[config.mk]
export PLATFORM = sky130hd
export DESIGN_NAME = sync_serial_ctl
export DESIGN_NICKNAME = d
export VERILOG_FILES = /design/src/rtl/sync_serial_ctl.sv
export SDC_FILE = /design/constraint.sdc
export NUM_CORES = 1
export LEC_CHECK = 0
export ABC_AREA = 1
export BUFFER_PORTS_ARGS = -buffer_cell sky130_fd_sc_hd__buf_4
export CAP_MARGIN = 20
export CORE_UTILIZATION = 25
export CTS_CLUSTER_DIAMETER = 200
export DETAILED_ROUTE_END_ITERATION = 10
export PLACE_DENSITY = 0.41
export SLEW_MARGIN = 20
export SYNTH_ARGS = -nofsm -noshare
export SYNTH_HDL_FRONTEND = slang
export SYNTH_SLANG_ARGS = --single-unit
export TNS_END_PERCENT = 1
[constraint.sdc]
create_clock -name clk -period 4.9 [get_ports clk]
set_clock_uncertainty 0.2 [all_clocks]
set_input_delay 1.225 -clock clk [delete_from_list [all_inputs] [get_ports clk]]
set_output_delay 1.225 -clock clk [all_outputs]
set_load 0.01 [all_outputs]
[src/rtl/sync_serial_ctl.sv]
module sync_serial_ctl #(
  parameter int DW   = 16,
  parameter int DIVW = 8
) (
  input  logic          clk,
  input  logic          rst_n,
  input  logic          wr_en,
  input  logic [1:0]    wr_addr,
  input  logic [DW-1:0] wr_data,
  input  logic          rd_en,
  input  logic [1:0]    rd_addr,
  output logic [DW-1:0] rd_data,
  input  logic          sel_n,
  input  logic          sck_in,
  output logic          sck_out,
  output logic          sck_oe,
  input  logic          pin_a_in,
  output logic          pin_a_out,
  output logic          pin_a_oe,
  input  logic          pin_b_in,
  output logic          pin_b_out,
  output logic          pin_b_oe,
  output logic          slv_rdy,
  output logic          irq_busy,
  output logic          irq_full,
  output logic          irq_ovr
);
  localparam int HW  = DW / 2;
  localparam int CW  = $clog2(2 * DW);
  localparam int CTW = 8 + DIVW;
  localparam logic [CW-1:0] LAST_W = CW'(2 * DW - 1);
  localparam logic [CW-1:0] LAST_N = CW'(2 * HW - 1);
  localparam logic [1:0] A_DATA = 2'd0, A_CTRL = 2'd1, A_STAT = 2'd2;

  logic [7:0]      ctl_q;
  logic [DIVW-1:0] div_q, div_cnt;
  logic [DW-1:0]   sr_q, rbuf_q, sr_nx, word;
  logic [CW-1:0]   edg_q;
  logic            busy_q, full_q, ovr_q, ph_q, hold_q, dout_q, txp_q;
  logic [2:0]      sck_sy;
  logic [1:0]      din_sy, sel_sy;

  logic is_mst, wide, idle_hi, late, echo;
  assign is_mst  = ctl_q[0];
  assign wide    = ctl_q[1];
  assign idle_hi = ctl_q[2];
  assign late    = ctl_q[3];
  assign echo    = ctl_q[4];

  logic m_tick, s_act, s_now, s_old, lead, trail, din, bit_in, msb, dout, done, rd_clr, wr_dat, s_idle;
  assign m_tick = is_mst && busy_q && (div_cnt == div_q);
  assign s_act  = !is_mst && !sel_sy[1];
  assign s_idle = !is_mst && sel_sy[1];
  assign s_now  = sck_sy[1] ^ idle_hi;
  assign s_old  = sck_sy[2] ^ idle_hi;
  assign lead   = m_tick ? !ph_q : (s_act && s_now && !s_old);
  assign trail  = m_tick ? ph_q  : (s_act && !s_now && s_old);
  assign din    = is_mst ? pin_a_in : din_sy[1];
  assign bit_in = late ? din : hold_q;
  assign sr_nx  = {sr_q[DW-2:0], bit_in};
  assign word   = wide ? sr_nx : {{(DW-HW){1'b0}}, sr_nx[HW-1:0]};
  assign msb    = wide ? sr_q[DW-1] : sr_q[HW-1];
  assign dout   = late ? dout_q : msb;
  assign done   = trail && (edg_q == (wide ? LAST_W : LAST_N));
  assign rd_clr = rd_en && (rd_addr == A_DATA);
  assign wr_dat = wr_en && (wr_addr == A_DATA) && !busy_q;

  always_ff @(posedge clk or negedge rst_n) begin
    if (!rst_n) begin
      sck_sy <= '0;
      din_sy <= '0;
      sel_sy <= '1;
    end else begin
      sck_sy <= {sck_sy[1:0], sck_in};
      din_sy <= {din_sy[0], pin_b_in};
      sel_sy <= {sel_sy[0], sel_n};
    end
  end

  always_ff @(posedge clk or negedge rst_n) begin
    if (!rst_n) begin
      ctl_q   <= '0;
      div_q   <= '0;
      div_cnt <= '0;
      sr_q    <= '0;
      rbuf_q  <= '0;
      edg_q   <= '0;
      busy_q  <= 1'b0;
      full_q  <= 1'b0;
      ovr_q   <= 1'b0;
      ph_q    <= 1'b0;
      hold_q  <= 1'b0;
      dout_q  <= 1'b0;
      txp_q   <= 1'b0;
    end else begin
      if (wr_en && wr_addr == A_CTRL && !busy_q) {div_q, ctl_q} <= wr_data[CTW-1:0];
      if (wr_en && wr_addr == A_STAT && wr_data[2]) ovr_q <= 1'b0;
      if (rd_clr) full_q <= 1'b0;
      if (wr_dat) begin
        sr_q  <= wr_data;
        txp_q <= 1'b1;
        if (is_mst) begin
          busy_q  <= 1'b1;
          div_cnt <= '0;
          edg_q   <= '0;
          ph_q    <= 1'b0;
        end
      end
      if (is_mst && busy_q) div_cnt <= m_tick ? '0 : div_cnt + 1'b1;
      if (m_tick) ph_q <= !ph_q;
      if (lead) begin
        edg_q <= edg_q + 1'b1;
        if (!is_mst) busy_q <= 1'b1;
        if (late) dout_q <= msb;
        else      hold_q <= din;
      end
      if (trail) begin
        edg_q <= edg_q + 1'b1;
        sr_q  <= sr_nx;
      end
      if (done) begin
        busy_q <= 1'b0;
        edg_q  <= '0;
        txp_q  <= 1'b0;
        if (full_q && !rd_clr) ovr_q <= 1'b1;
        else begin
          rbuf_q <= word;
          full_q <= 1'b1;
        end
      end
      if (s_idle) begin
        busy_q <= 1'b0;
        edg_q  <= '0;
      end
    end
  end

  always_comb begin
    case (rd_addr)
      A_DATA:  rd_data = rbuf_q;
      A_CTRL:  rd_data = DW'({div_q, ctl_q});
      A_STAT:  rd_data = DW'({ovr_q, full_q, busy_q});
      default: rd_data = '0;
    endcase
  end

  assign sck_out   = ph_q ^ idle_hi;
  assign sck_oe    = is_mst;
  assign pin_b_out = dout;
  assign pin_b_oe  = is_mst;
  assign pin_a_out = (echo && !is_mst) ? pin_b_in : dout;
  assign pin_a_oe  = !is_mst && !sel_n;
  assign slv_rdy   = is_mst || !(full_q && !txp_q);
  assign irq_busy  = busy_q && ctl_q[5];
  assign irq_full  = full_q && ctl_q[6];
  assign irq_ovr   = ovr_q  && ctl_q[7];
endmodule

=== After elaboration in Yosys (flattened, before gate mapping) ===
Index checks and enable logic that the tools add are counted.

* Flip-flop bits (word level): 75
* Latch bits: 0
* Memory bits (writable): 0
* Memory bits (read-only): 0
* Logic and storage cells: 118
* Memories kept: 0

* $add $sub $neg: 2
* $mul: 0
* Divide/modulo/power cells: 0
* Magnitude comparators: 0
* Equality and inequality tests: 6
* Shift operators: 0
* Multiplexer cells: 39
* Bitwise gates (word level): 5
* Reductions and logical operators: 50

{| class="wikitable"
|+ Operators by type and width
! cell !! number
|-
| $mux W16 || 3
|-
| $pmux W16 S3 || 1
|-
| $mux W5 || 7
|-
| $mux W8 || 4
|-
| $mux W1 || 24
|-
| $logic_and A1 B1 Y1 || 23
|-
| $reduce_and A2 Y1 || 6
|-
| $reduce_bool A2 Y1 || 6
|-
| $logic_not A1 Y1 || 10
|-
| $reduce_bool A5 Y1 || 2
|-
| $add A8 B1 Y8 const B || 1
|-
| $eq A8 B8 Y1 || 1
|-
| $add A5 B1 Y5 const B || 1
|-
| $eq A5 B5 Y1 || 1
|-
| $eq A2 B1 Y1 const B || 2
|-
| $eq A2 B2 Y1 const B || 2
|-
| $logic_not A2 Y1 || 2
|-
| $xor A1 B1 Y1 || 3
|-
| $not A1 Y1 || 2
|-
| $logic_or A1 B1 Y1 || 1
|}

=== Depth between registers and ports, before layout ===
Gate-level depths: netlist (run 1).

* Depth in word-level cells: 9
* Depth in mapped cells: 12
* Depth with buffers taken out: 11

=== Worst setup path after synthesis (run 1) ===
Ideal clock, no wire load.

* Path type: input to output
* From: input port rd_addr[0]
* To: output port rd_data[10]
* Data arrival time: 2.046 ns
* Data required time: 3.475 ns
* Slack: 1.429 ns
* Stages on the path: 5
* Buffers on the path: 1
* Path through: inv_1 > nor2_1 > inv_1 > clkbuf_1 > o21ai_0

* Cells in the longest elaborated chain, start to end: 2
* Elaborated cells between the ends (all ways): 4
* Those cells by class: 2 x eq/ne; 1 x mux; 1 x reduce/logical

{| class="wikitable"
|+ Ends and longest elaborated chain
! what !! line !! source
|-
| start, declared || 11 || <nowiki>input logic [1:0] rd_addr,</nowiki>
|-
| $eq A2 B2 Y1 (tied with other cells) || 139 || <nowiki>case (rd_addr)</nowiki>
|-
| $pmux W16 S3 (*) || 139 ||
|-
| end, declared || 12 || <nowiki>output logic [DW-1:0] rd_data,</nowiki>
|}

Mark *: on every way between the ends. The rest lies on a longest branch, timed or not.

=== Final worst setup path (run 1) ===
* From: input port rd_addr[0]
* To: output port rd_data[3]

Same word-level chain as after synthesis.

==> flow_summary.ini, run 1 <==
[synthesis]
syn_area_per_cell_um2 = 8.09
syn_nets = 501
synth-seq-area-share_pct = 49.3
ys_types = 34
synth_edf_count = 0
synthArstFlopShare_pct = 100
synth.cell_area_mm2 = 0.00381
syn_inst = 471
synthFlopType = dfrtp_1
ys_seq_elements = 75
yosysWarnings = 0

[detailed_routing]
wirelength_um = 11400
wire_per_inst_um = 16.0
drcViolationCount = 4
vias = 3360
first_pass_iters = 9
viasPerCell = 4.73
drt_iter0_drc = 174
final_antenna_net_count = 0

[setup_path]
worst_ep_arrival_time_ns = 2.51
crit-reg2reg-capture = edg_q[0]
rrSetupSlack_ns = 2.19
cp.required_ns = 3.47
r2r_cells = 6
critPathKind = input port to primary output
cp_max_fo = 11
reg2reg_from = ctl_q[1]
cp-start-kind = input port
critPathCaptureType = primary output
startpoint = rd_addr[0]

[outcome]
status = complete, but fails checks
violations = design-rule violations

[power_and_ir_drop]
vdd_drop_max_uv = 220
p_leak_nw = 2.35
power.density_mw_per_mm2 = 500
power.total_mw = 2.34

[floorplanning]
dieArea_mm2 = 0.0157
initial_core_util_pct = 25.9
num_rows = 44
coreArea_mm2 = 0.0147
die_x_um = 125
ios = 54
die_y_um = 125

[sta]
hold_viol = 0
min_period_over_period_pct = 80.3
maxSlewHeadroom_pct = 30.5
maxSlewViolCount = 0
max_freq_mhz = 254
grt_setup_unrepaired = no
tns_ns = 0
worst_pin_slew_ns = 1.04
setup_viol = 0
period_minus_slack_ns = 3.94

[grt]
antenna_found_initial = 0
grt_max_degree = 76
grt_pass1_vias = 3410
grt_pass1_wl_um = 18800
grt_usage_pct = 15.5
grt_overflow = 0

[final_layout]
fin_util_pct = 31.9
drive_gt1_share_pct = 17.7
final_cell_area_mm2 = 0.00468
layout.nets = 551
diodes = 0
synthToLayoutAreaGrowth_pct = 22.8
n_fill_cell = 1559

[hold_path]
hold_start = din_sy[0]
min_path_type = flop to flop
min_path_cells = 0
holdPathEnd = din_sy[1]

[clocking]
clk_pin_slew_ns = 0.06
cts_resized = 0
htreeDepth = 3
cts_hold_buf = 0
clock_path_buffers = 2
postCtsSetupBuffers = 0
ctsRootBufferMaster = clkbuf_16
clkLatencyLatePin_ns = 0.34
cts.sinks = 75
numCtsBuffers = 9
cts_tree = yes

[place]
io_buffers = 53
gp_congestion = 0.767
place_area_mm2 = 0.00438
hpwl_um = 7970

[run]
maxCapViolCount = 0
-- area by class of cell --
| type | instances | area, µm² | area share (%) |
|---|---|---|---|
| flip-flops and latches | 75 | 1880 | 40.1 |
| multi-input cells | 332 | 1670 | 35.7 |
| repair buffers | 59 | 463 | 9.89 |
| clock buffers | 14 | 264 | 5.64 |
| well taps | 184 | 230 | 4.92 |
| inverters | 44 | 165 | 3.53 |
| clock inverters | 2 | 10.0 | 0.214 |
-- critical path, cell delays in order --
cell     delay (ns)
buf_4          0.09
inv_1          0.06
nor2_1         0.31
inv_1          0.30
o21ai_0        0.34
buf_4          0.18
-- worst max path at each step --
stage / to / slack [ns]
2_1_floorplan: rd_data[10] / 1.43
3_3_place_gp: rd_data[3] / 0.97
3_5_place_dp: rd_data[3] / 0.93
4_1_cts: rd_data[3] / 0.92
5_1_grt: rd_data[3] / 0.81
6_report: rd_data[3] / 0.96
-- sequential cells by signal, summed over array words and instances, names as in the netlist --
signal   cells
sr_q        16
div_q        8
rbuf_q      16
ctl_q        8
din_sy       2
txp_q        1
ovr_q        1
ph_q         1
full_q       1
busy_q       1
sel_sy       2
sck_sy       3
edg_q        5
div_cnt      8
hold_q       1
dout_q       1
-- synth_stat cells (2+ instances only) --
| cell | count | area, µm² |
|---|---|---|
| inv_1 | 39 | 146 |
| nor2_2 | 2 | 12.5 |
| o22ai_1 | 5 | 31.3 |
| a22o_1 | 4 | 35.0 |
| dfrtp_1 | 73 | 1830 |
| nand3_1 | 37 | 185 |
| nand4_1 | 50 | 313 |
| nand2_1 | 146 | 548 |
| nand3b_1 | 2 | 15.0 |
| buf_4 | 3 | 22.5 |
| xnor2_1 | 4 | 35.0 |
| ha_1 | 2 | 25.0 |
| dfstp_2 | 2 | 52.6 |
| xor2_1 | 5 | 43.8 |
| o211ai_1 | 2 | 15.0 |
| a21oi_1 | 13 | 65.1 |
| mux2_2 | 6 | 67.6 |
| nor2_1 | 28 | 105 |
| o21ai_0 | 16 | 80.1 |
| buf_2 | 2 | 10.0 |
| clkbuf_1 | 13 | 48.8 |
| inv_2 | 4 | 15.0 |
| nand3_2 | 2 | 20.0 |
-- cells by family after synthesis --
logic type | after synthesis | share of synthesized area, %
simple gates | 272 | 32.8
buf+inv | 64 | 6.86
xor+xnor | 9 | 2.07
fa+ha+maj | 2 | 0.656
mux | 6 | 1.77
compound gates | 43 | 6.53
flops | 75 | 49.3
-- where the power goes --
part / leakage (nW) / internal [mW] / switching [mW] / total [mW]
Sequential: 0.941 / 0.801 / 0.182 / 0.983
Combinational: 1.28 / 0.303 / 0.433 / 0.736
Clock: 0.137 / 0.369 / 0.250 / 0.620
Total: 2.35 / 1.47 / 0.866 / 2.34
-- routing by layer --
metal,share of wire [%],up-vias,GRT usage (%)
met3,5.6,7,5.13
met2,45,76,23.7
met4,0.96,0,3.66
met5,0,-,0
met1,48,1599,21.1
li1,-,1678,-
-- per-stage QoR --
step	worst slack, ns	hold WS, ns	instances
finish	0.963	0.140	710
global route	0.806	0.154	710
floorplan	1.43	0.131	471
global placement	0.970	0.135	693
detailed placement	0.926	0.136	693
CTS	0.916	0.143	709
-- placed cells by master (no fill, tap or decap), drive strengths merged, types with 3 or more instances in the layout --
cell type / n
nand3: 40
o21ai: 17
xnor2: 4
mux2: 6
dfrtp: 73
a22o: 4
buf: 59
nor2: 30
nand4: 50
a21oi: 14
clkinv: 3
clkbuf: 14
o22ai: 5
nand2: 148
nand3b: 3
xor2: 5
inv: 43
(Power assumes the default switching activity.)
==> run 2: changes to the inputs <==
--- a/config.mk
+++ b/config.mk
@@ -11,7 +11,7 @@
 export CORE_UTILIZATION = 25
 export CTS_CLUSTER_DIAMETER = 200
 export DETAILED_ROUTE_END_ITERATION = 10
-export PLACE_DENSITY = 0.41
+export PLACE_DENSITY = 0.43
 export SLEW_MARGIN = 20
 export SYNTH_ARGS = -nofsm -noshare
 export SYNTH_HDL_FRONTEND = slang
==> constraint.sdc (replaced) <==
create_clock -name clk -period 3.2 [get_ports clk]
set_clock_uncertainty 0.2 [all_clocks]
set_input_delay 0.8 -clock clk [delete_from_list [all_inputs] [get_ports clk]]
set_output_delay 0.8 -clock clk [all_outputs]
set_load 0.01 [all_outputs]
==> run 2 against run 1 <==
Routed wire length rose by 0.73%. Global-route usage fell by 0.17 points. The flow still finishes with violations (design-rule violations). Critical path type unchanged. Core utilization rose by 0.64 points. Critical path depth did not move. Die area did not move. Count of clock-buffer cells in the layout fell by 2. Clock power rose by 98%. Largest cell class unchanged.
==> flow_summary.ini, run 2 (same netlist as run 1, synthesis figures left out) <==
[detailed_routing]
viasPerCell = 4.81
first_pass_iters = 8
drcViolationCount = 4
final_antenna_net_count = 0
wire_per_inst_um = 16.1
wirelength_um = 11500
vias = 3430
drt_iter0_drc = 199

[sta]
hold_viol = 0
hold_ws_ns = 0.149
tns_ns = 0
setup_viol = 0
maxSlewHeadroom_pct = 51.6
max_freq_mhz = 351
worst_pin_slew_ns = 0.727
min_period_over_period_pct = 89.1
grt_setup_unrepaired = no
maxSlewViolCount = 0
period_minus_slack_ns = 2.85

[hold_path]
hold_start = din_sy[0]
min_path_type = flop to flop
holdPathEnd = din_sy[1]
min_path_cells = 0

[final_layout]
synthToLayoutAreaGrowth_pct = 25.3
layout.nets = 554
top_regs = rbuf_q: 16 flops, sr_q: 16 flops
final_common_cell = nand2_1
fin_cells = 713
mostFrequentLayoutCells = nand2_1 (146), dfrtp_1 (73), buf_4 (61), nand4_1 (50), inv_1 (39)
diodes = 0
drive_gt1_share_pct = 18.7
fin_util_pct = 32.5

[place]
gp_congestion = 0.805
hpwl_um = 8050
place_inst = 697
io_buffers = 53

[outcome]
status = complete, but fails checks
violations = design-rule violations

[clocking]
clkLatencyLatePin_ns = 0.34
cts_resized = 0
postCtsSetupBuffers = 0
htreeDepth = 3
cts_hold_buf = 0
cts.sinks = 75
ctsRootBufferMaster = clkbuf_16
clock_path_buffers = 2
numCtsBuffers = 9
clk_pin_slew_ns = 0.06
cts_tree = yes

[power_and_ir_drop]
power.total_mw = 3.87
vdd_drop_max_uv = 309
p_leak_nw = 2.40
power.density_mw_per_mm2 = 809

[grt]
grt_usage_pct = 15.3
grt_overflow = 0
grt_pass1_vias = 3506
grt_pass1_wl_um = 18700
grt_max_degree = 76
antenna_found_initial = 0

[floorplanning]
ios = 54
dieArea_mm2 = 0.0157
initial_core_util_pct = 25.9
die_y_um = 125
coreArea_mm2 = 0.0147
die_x_um = 125
num_rows = 44

[setup_path]
rrSetupSlack_ns = 0.90
r2r_cells = 7
cp.required_ns = 2.20
cp-start-kind = input port
reg2reg_from = ctl_q[0]
cp_slowest_cell = o21ai_0
cp_max_fo = 11
slowest_delay_ns = 0.38
crit-reg2reg-capture = txp_q
worstPathCellList = buf_4 -> inv_1 -> nor2_1 -> inv_1 -> o21ai_0 -> buf_4
critPathCaptureType = primary output
worst_ep_arrival_time_ns = 1.85
critPathKind = input port to primary output

[run]
maxCapViolCount = 0
run 2: changes by cell type in the layout (fill, tap and decap cells not counted):
cell	previous run	this run
clkinv_2	2	1
buf_6	0	1
clkbuf_1	3	0
buf_4	58	61
clkbuf_8	2	3
buf_16	1	0
bufinv_16	0	3
run 2: layout make-up:
class / instances / area (µm²)
fillers: 1575 / 9920
flip-flops and latches: 75 / 1880
multi-input cells: 332 / 1670
repair buffers: 62 / 469
clock buffers: 12 / 267
well taps: 184 / 230
inverters: 44 / 165
clock inverters: 4 / 95.1
run 2: how the worst max path moves through the flow:
stage                     startpoint          end
after floorplan           rd_addr[0]  rd_data[10]
after global placement    rd_addr[0]   rd_data[3]
after detailed placement  rd_addr[0]   rd_data[3]
after CTS                 rd_addr[0]   rd_data[3]
after global routing        ctl_q[1]    pin_a_out
final                     rd_addr[0]   rd_data[3]
run 2: metrics by stage:
step	worst slack, ns	cell area, µm²
6_report	0.349	4780
5_1_grt	0.297	4780
2_1_floorplan	0.579	3810
3_3_place_gp	0.392	4410
3_5_place_dp	0.361	4410
4_1_cts	0.360	4770
run 2: layer usage:
metal | global-route usage, % | share of wire (%) | vias up
met1 | 21.1 | 50 | 1663
met3 | 3.77 | 4.9 | 4
met5 | 0 | 0 | -
li1 | - | - | 1681
met4 | 5.02 | 0.74 | 0
met2 | 23.4 | 44 | 82
run 2: where the power goes:
group / internal, mW / leakage (nW) / switching (mW)
Sequential: 1.23 / 0.941 / 0.268
Clock: 0.825 / 0.179 / 0.405
Combinational: 0.466 / 1.29 / 0.676
run 2: worst max-delay path: cells and delay by family:
kind	cells	cell delay, ns
compound gates	1	0.38
buf+inv	4	0.53
simple gates	1	0.13
==> run 3: changes to the inputs <==
--- a/config.mk
+++ b/config.mk
@@ -5,13 +5,12 @@
 export SDC_FILE = /design/constraint.sdc
 export NUM_CORES = 1
 export LEC_CHECK = 0
-export ABC_AREA = 1
-export BUFFER_PORTS_ARGS = -buffer_cell sky130_fd_sc_hd__buf_4
+export BUFFER_PORTS_ARGS = -buffer_cell sky130_fd_sc_hd__buf_2
 export CAP_MARGIN = 20
-export CORE_UTILIZATION = 25
+export CORE_UTILIZATION = 52
 export CTS_CLUSTER_DIAMETER = 200
 export DETAILED_ROUTE_END_ITERATION = 10
-export PLACE_DENSITY = 0.43
+export PLACE_DENSITY = 0.76
 export SLEW_MARGIN = 20
 export SYNTH_ARGS = -nofsm -noshare
 export SYNTH_HDL_FRONTEND = slang
==> run 3 against run 2 <==
The run now ends clean. Worst setup slack better by 0.051 ns. Critical path depth decreased by 2. Register-to-register slack worse by 0.22 ns. Combinational power about the same. Flip-flop and latch count unchanged. Synthesized cell count is 30% lower. Final area down 7.1%. Count of clock-buffer cells in the layout stayed put. Clock power is 28% lower. First-iteration DRC count fell by 38%. Largest cell class unchanged.
==> flow_summary.ini, run 3 <==
[setup_path]
cp_max_fo = 13
critPathCaptureType = primary output
worst_ep_arrival_time_ns = 1.80
cp-start-kind = flop
cp.required_ns = 2.20
critPathKind = flop to primary output

[grt]
grt_usage_pct = 23.0
grt_max_degree = 76
grt_pass1_wl_um = 13300
grt_overflow = 0
grt_pass1_vias = 2669
antenna_found_initial = 0

[detailed_routing]
vias = 2673
final_antenna_net_count = 0
drt_iter0_drc = 123
viasPerCell = 5.47
wire_per_inst_um = 16.7
drcViolationCount = 0
first_pass_iters = 4
wirelength_um = 8190

[power_and_ir_drop]
power.density_mw_per_mm2 = 800
p_leak_nw = 2.14
pwr-share-comb_pct = 31.7
vdd_drop_max_uv = 467
clock_power_share_pct = 25.1
sequentialPowerShare_pct = 43.2
switching_power_mw = 1.18
power.total_mw = 3.55
p_int_mw = 2.37
switching_share_pct = 33.3

[synthesis]
synthFlopType = dfrtp_1
syn_area_per_cell_um2 = 11.6
ys_types = 55
synth.cell_area_mm2 = 0.00385
syn_nets = 361
synthTopCellsByArea = dfrtp_1 (47%), mux2_2 (16%), mux2i_1 (7.3%)
ys_seq_elements = 75
netlist.area_leader.share_pct = 47.4
yosysWarnings = 0
synthArstFlopShare_pct = 100
synth_edf_count = 0
syn_inst = 331
synth_common_cells = dfrtp_1 (73), mux2_2 (54), mux2i_1 (28)
synth_top_area_cell = dfrtp_1
synth_most_common_cell = dfrtp_1
synth-seq-area-share_pct = 48.8

[outcome]
status = finished clean

[sta]
maxSlewViolCount = 0
tns_ns = 0
maxSlewHeadroom_pct = 36.1
grt_setup_unrepaired = no
hold_viol = 0
period_minus_slack_ns = 2.80
setup_viol = 0
hold_ws_ns = 0.152
max_freq_mhz = 357
worst_pin_slew_ns = 0.955
min_period_over_period_pct = 87.5

[floorplanning]
initial_core_util_pct = 53.4
coreArea_mm2 = 0.00721
dieArea_mm2 = 0.00775
ios = 54
die_y_um = 88.1
die_x_um = 88.1
num_rows = 31

[final_layout]
synthToLayoutAreaGrowth_pct = 15.2
diodes = 0
n_fill_cell = 593
drive_gt1_share_pct = 36.4
mostFrequentLayoutCells = dfrtp_1 (73), mux2_2 (54), buf_2 (52), mux2i_1 (28), nand2_1 (22)
layout.nets = 415
final_common_cell = dfrtp_1
multi_input_area_mm2 = 0.00184
top_regs = rbuf_q: 16 flops, sr_q: 16 flops
regArea_mm2 = 0.00188
final_cell_area_mm2 = 0.00444
fin_cells = 489

[clocking]
ctsRootBufferMaster = clkbuf_8
clk_pin_slew_ns = 0.07
cts_hold_buf = 0
postCtsSetupBuffers = 0
numCtsBuffers = 9
clkLatencyLatePin_ns = 0.34
htreeDepth = 3
clock_path_buffers = 2
cts_tree = yes
cts_resized = 0
cts.sinks = 75

[place]
io_buffers = 53
gp_congestion = 0.805
hpwl_um = 5690
place_inst = 473
place_area_mm2 = 0.00419

[hold_path]
min_path_type = flop to flop

[run]
maxCapViolCount = 0
## run 3: logic make-up (layout without fill, tap and decap cells)
| kind of cell | count (synthesis) | in the layout | synth area share [%] |
|---|---|---|---|
| and+or+nand+nor | 83 | 83 | 12.0 |
| adders and majority gates | 2 | 2 | 0.650 |
| AOI/OAI and AO/OA | 45 | 45 | 8.03 |
| xor gates and xnor gates | 15 | 15 | 3.41 |
| muxes | 83 | 83 | 23.5 |
| buffers and inverters | 28 | 87 | 3.67 |
| DFF | 75 | 75 | 48.8 |
## run 3: path summary, 6_finish.rpt
path / endpoint / cells past startpoint / slack (ns) / startpoint
max reg2reg: rbuf_q[4] / 5 / 0.68 / ctl_q[0]
min reg2reg: sck_sy[1] / 0 / 0.15 / sck_sy[0]
max in group asynchronous: ctl_q[6] / 1 / 1.80 / rst_n
min in group asynchronous: edg_q[2] / 1 / 0.39 / rst_n
max: pin_a_out / 4 / 0.40 / ctl_q[0]
min: sck_sy[1] / 0 / 0.15 / sck_sy[0]
## run 3: layout make-up
class	instances	area share (%)
multi-input cells	228	41.4
repair buffers	58	6.88
clock inverters	4	2.20
well taps	99	2.79
inverters	13	1.10
flip-flops and latches	75	42.4
clock buffers	12	3.27
## run 3: worst max-delay path: stages, from the launching register on
cell and delay, ns:
dfrtp_1 0.64, inv_1 0.24, nand2_1 0.12, mux2_2 0.32
buf_2 0.14
## run 3: power by group through the flow
stage | combinational [mW] | sequential [mW] | clock [mW]
after floorplan | 0.902 | 1.43 | 0
after global placement | 1.09 | 1.53 | 0
after detailed placement | 1.13 | 1.55 | 0
after CTS | 1.13 | 1.53 | 0.899
after global routing | 1.25 | 1.57 | 0.940
final | 1.13 | 1.53 | 0.890
## run 3: routing by layer
layer	vias up	share of wire [%]	global-route usage [%]
li1	1274	-	-
met1	1345	47	32.0
met2	45	49	36.6
met3	9	3.1	3.49
met4	0	1.1	9.09
met5	-	0	0
## run 3: through the flow
step | worst slack (ns) | utilization, %
after floorplan | 0.343 | -
after global placement | 0.516 | 58.1
after detailed placement | 0.463 | 58.1
after CTS | 0.391 | 61.5
after global routing | 0.285 | 61.5
final | 0.399 | 61.5
